$ cat src/rtl/wait_ack_gen.sv
module wait_ack_gen #(
  parameter int RST_STAGES = 2
) (
  input  logic fast_clk,
  input  logic rst_n,
  input  logic aux_clk_in,
  output logic aux_clk_buf,
  output logic aux_clk_inv,
  input  logic dma_ack,
  input  logic ram_sel_n,
  output logic bus_clk,
  output logic xfer_ack_n,
  output logic cnt_probe
);

  localparam int LAST = RST_STAGES - 1;

  logic [LAST:0] rst_pipe;
  logic          run;
  logic          fall_en;
  logic          cnt_q;
  logic          ack_q;
  logic          bus_q;

  assign aux_clk_buf = aux_clk_in;
  assign aux_clk_inv = ~aux_clk_in;

  always_ff @(posedge fast_clk or negedge rst_n) begin
    if (!rst_n) rst_pipe <= '0;
    else        rst_pipe <= {rst_pipe[LAST-1:0], 1'b1};
  end

  assign run = rst_pipe[LAST];

  always_ff @(posedge fast_clk or negedge rst_n) begin
    if (!rst_n)   bus_q <= 1'b1;
    else if (run) bus_q <= ~bus_q;
  end

  assign fall_en = run & bus_q;

  always_ff @(posedge fast_clk or negedge rst_n) begin
    if (!rst_n) begin
      cnt_q <= 1'b0;
      ack_q <= 1'b1;
    end else if (fall_en) begin
      if (dma_ack || ram_sel_n) begin
        cnt_q <= 1'b0;
        ack_q <= 1'b1;
      end else if (!cnt_q) begin
        cnt_q <= 1'b1;
      end else begin
        ack_q <= 1'b0;
      end
    end
  end

  assign bus_clk    = bus_q;
  assign xfer_ack_n = ack_q;
  assign cnt_probe  = cnt_q;

  p_toggle_r1: assert property (@(posedge fast_clk) disable iff (!rst_n)
    run |=> (bus_clk != $past(bus_clk)));

  p_reset_preset_r2: assert property (@(posedge fast_clk)
    !rst_n |-> (bus_clk && xfer_ack_n && !cnt_probe));

  p_dma_override_r3: assert property (@(posedge fast_clk) disable iff (!rst_n)
    (run && bus_clk && dma_ack) |=> xfer_ack_n);

  p_ack_on_fall_r4: assert property (@(posedge fast_clk) disable iff (!rst_n)
    !$stable(xfer_ack_n) |-> ($past(bus_clk) && !bus_clk));

  p_one_wait_r5: assert property (@(posedge fast_clk) disable iff (!rst_n)
    $fell(xfer_ack_n) |-> $past(cnt_probe));

endmodule

$ cat config.mk
export PLATFORM = sky130hd
export DESIGN_NAME = wait_ack_gen
export DESIGN_NICKNAME = d
export VERILOG_FILES = /design/src/rtl/wait_ack_gen.sv
export SDC_FILE = /design/constraint.sdc
export NUM_CORES = 1
export LEC_CHECK = 0
export BUFFER_PORTS_ARGS = -buffer_cell sky130_fd_sc_hd__buf_2
export CAP_MARGIN = 20
export CORE_AREA = 2 2 39 41
export DETAILED_ROUTE_END_ITERATION = 12
export DIE_AREA = 0 0 41 43
export SYNTH_ARGS = -nofsm -noshare
export SYNTH_HDL_FRONTEND = slang
export SYNTH_SLANG_ARGS = --single-unit
$ cat constraint.sdc
create_clock -name fast_clk -period 2.7 [get_ports fast_clk]
set_clock_uncertainty 0.15 [all_clocks]
set_input_delay 0.405 -clock fast_clk [delete_from_list [all_inputs] [get_ports fast_clk]]
set_output_delay 0.405 -clock fast_clk [all_outputs]
set_load 0.1 [all_outputs]
==> impl_metrics.env <==
export IMPL_clock_latency_ns=0.23
export IMPL_ant_nets=0
export IMPL_ys_warn_count=0
export IMPL_status="finished clean"
export IMPL_finalHoldViolCount=0
export IMPL_die_w_um=41
export IMPL_wirelength_um=366
export IMPL_seqCellArea_sq_um=127.6
export IMPL_synth_edff_count=0
export IMPL_syn_inst=14
export IMPL_vias=134
export IMPL_grt_max_degree=6
export IMPL_worst_setup_path_start_kind="flop"
export IMPL_cts_sinks=5
export IMPL_n_fill_cell=157
export IMPL_rows=14
export IMPL_cp_slowest_cell="dfstp_2"
export IMPL_drtPass1Iterations=1
export IMPL_ys_seq_area_share_pct=67.11
export IMPL_clock_path_buffers=2
export IMPL_grt_use_total_pct=5.455
export IMPL_synth_seq_cells=5
export IMPL_synth_main_ff_cell="dfrtp_1"
export IMPL_crit_fanout=4
export IMPL_rsz0062_at_grt="false"
export IMPL_cp_startpoint="bus_clk"
export IMPL_path_cells="buf_2"
export IMPL_slew_viol_final=0
export IMPL_final_cells=43
export IMPL_synth_top_area_share_pct=39.47
export IMPL_crit_buf_inv=1
export IMPL_core_area_sq_um=1384
export IMPL_fin_ws_ns=0.9228
export IMPL_overflow=0
export IMPL_die_h_um=43
export IMPL_die_area_sq_um=1763
export IMPL_drv_cap=0
export IMPL_cts_tree="built"
export IMPL_yosysUniqueCellTypes=11
export IMPL_drive_above_1_share_pct=59.26
export IMPL_yosys_top_cells_count="dfrtp_1 (3), dfstp_2 (2)"
export IMPL_nNetsFinal=33
export IMPL_finish_instance_area_sq_um=284.0
export IMPL_io_buffers=9
export IMPL_hold_path_class="flop to flop"
export IMPL_yosys_top_cells_area="dfrtp_1 (39%), dfstp_2 (28%), mux2_4 (7.9%), o2bb2ai_1 (4.6%), xor2_1 (4.6%)"
export IMPL_synth_most_common_cell="dfrtp_1"
export IMPL_synth_area_leader_cell="dfrtp_1"
export IMPL_root_buffer="clkbuf_4"
export IMPL_start_util_pct=13.74
export IMPL_first_global_vias=140
export IMPL_h_tree_depth=1
export IMPL_end_kind="output port"
export IMPL_synth_nets=19
export IMPL_syn_avg_cell_area_sq_um=13.58
export IMPL_wire_per_inst_um=8.512
export IMPL_crit_reg2reg_launch="bus_clk"
export IMPL_finalSetupViolations=0
export IMPL_cts_buffers_inserted=3
export IMPL_final_min_clock_period_ns=1.777
export IMPL_synthArstFlopShare_pct=100.0
export IMPL_grt_pass1_wl_um=531
export IMPL_clk_pin_slew_ns=0.04
export IMPL_n_antenna_cell=0
export IMPL_drc=0
export IMPL_area_growth_pct=49.34
export IMPL_multi_input_area_sq_um=51.30
export IMPL_required_ns=2.14
export IMPL_post_place_ws_ns=1.171
export IMPL_cts_resized_gates=0
export IMPL_clock_fmax_mhz=562.7
export IMPL_post_cts_buffers=0
export IMPL_crit_family="flip-flops"
export IMPL_antenna_found_initial=0
export IMPL_place_inst=38
export IMPL_cpPeakStageDelay_ns=0.55
export IMPL_synth_area_sq_um=190.2
export IMPL_layout_worst_path_cycle_share_pct=65.82
export IMPL_vias_per_cell=3.116
export IMPL_setup_tns_ns=0
export IMPL_worstPathArrival_ns=1.22
export IMPL_cts_hold_buf=1
export IMPL_drtIter0Drc=0
export IMPL_hold_start="rst_pipe[0]"
export IMPL_postPlaceCellArea_sq_um=247.7
export IMPL_crit_type="flop to output port"
export IMPL_place_gp_congestion=0.5442
export IMPL_io_pins=10
[path summary, 6_finish.rpt]
| path | endpoint | slack [ns] | depth (start not counted) |
|---|---|---|---|
| min in group asynchronous | rst_pipe[1] | 0.36 | 2 |
| max | bus_clk | 0.92 | 1 |
| min | rst_pipe[1] | 0.19 | 0 |
| max in group asynchronous | bus_clk | 1.83 | 2 |
| min reg2reg | rst_pipe[1] | 0.19 | 0 |
| max reg2reg | cnt_probe | 1.52 | 2 |
[flip-flops by register name (all words and copies together) (netlist names)]
signal      flops
bus_clk         1
cnt_probe       1
rst_pipe        2
xfer_ack_n      1
[layout make-up]
cell class / count / area share [%]
multi-input cells: 7 / 18.06
well taps: 16 / 7.048
repair buffers: 10 / 19.38
clock buffers: 4 / 9.251
inverters: 1 / 1.322
flip-flops and latches: 5 / 44.93
[logic make-up after synthesis]
logic type      after synthesis  share of synthesized area (%)
flops                         5                          67.10
simple gates                  3                          7.892
buf+inv                       2                          5.921
compound gates                1                          4.606
xor+xnor                      1                          4.606
mux                           1                          7.892
other cells                   1                          1.972
[stage by stage]
| step | hold WS (ns) | util [%] |
|---|---|---|
| CTS | 0.1977 | 20.52 |
| finish | 0.1948 | 20.52 |
| detailed placement | 0.07281 | 17.90 |
| global route | 0.2155 | 20.52 |
| floorplan | -0.04059 | - |
| global placement | 0.07146 | 17.90 |
[routing by layer]
metal | up-vias | routed length [um] | GRT usage [%] | part of all wire [%]
met2 | 10 | 131 | 5.313 | 36
met4 | 0 | 0 | 6.000 | 0
met1 | 57 | 172 | 6.230 | 47
li1 | 67 | - | - | -
met5 | - | 0 | 0 | 0
met3 | 0 | 63 | 4.712 | 17
[cell usage in the layout (no fill, tap or decap)]
cell,instances
buf_2,9
clkbuf_1,1
clkbuf_4,3
conb_1,1
dfrtp_1,3
dfstp_2,2
dlygate4sd3_1,1
inv_1,1
mux2_4,1
nand2_2,1
nand3_1,1
nor2_1,1
o2bb2ai_1,1
xor2_1,1
Power is not shown: default switching activity piles up to over one toggle a cycle in this logic, so the estimate is an artifact.
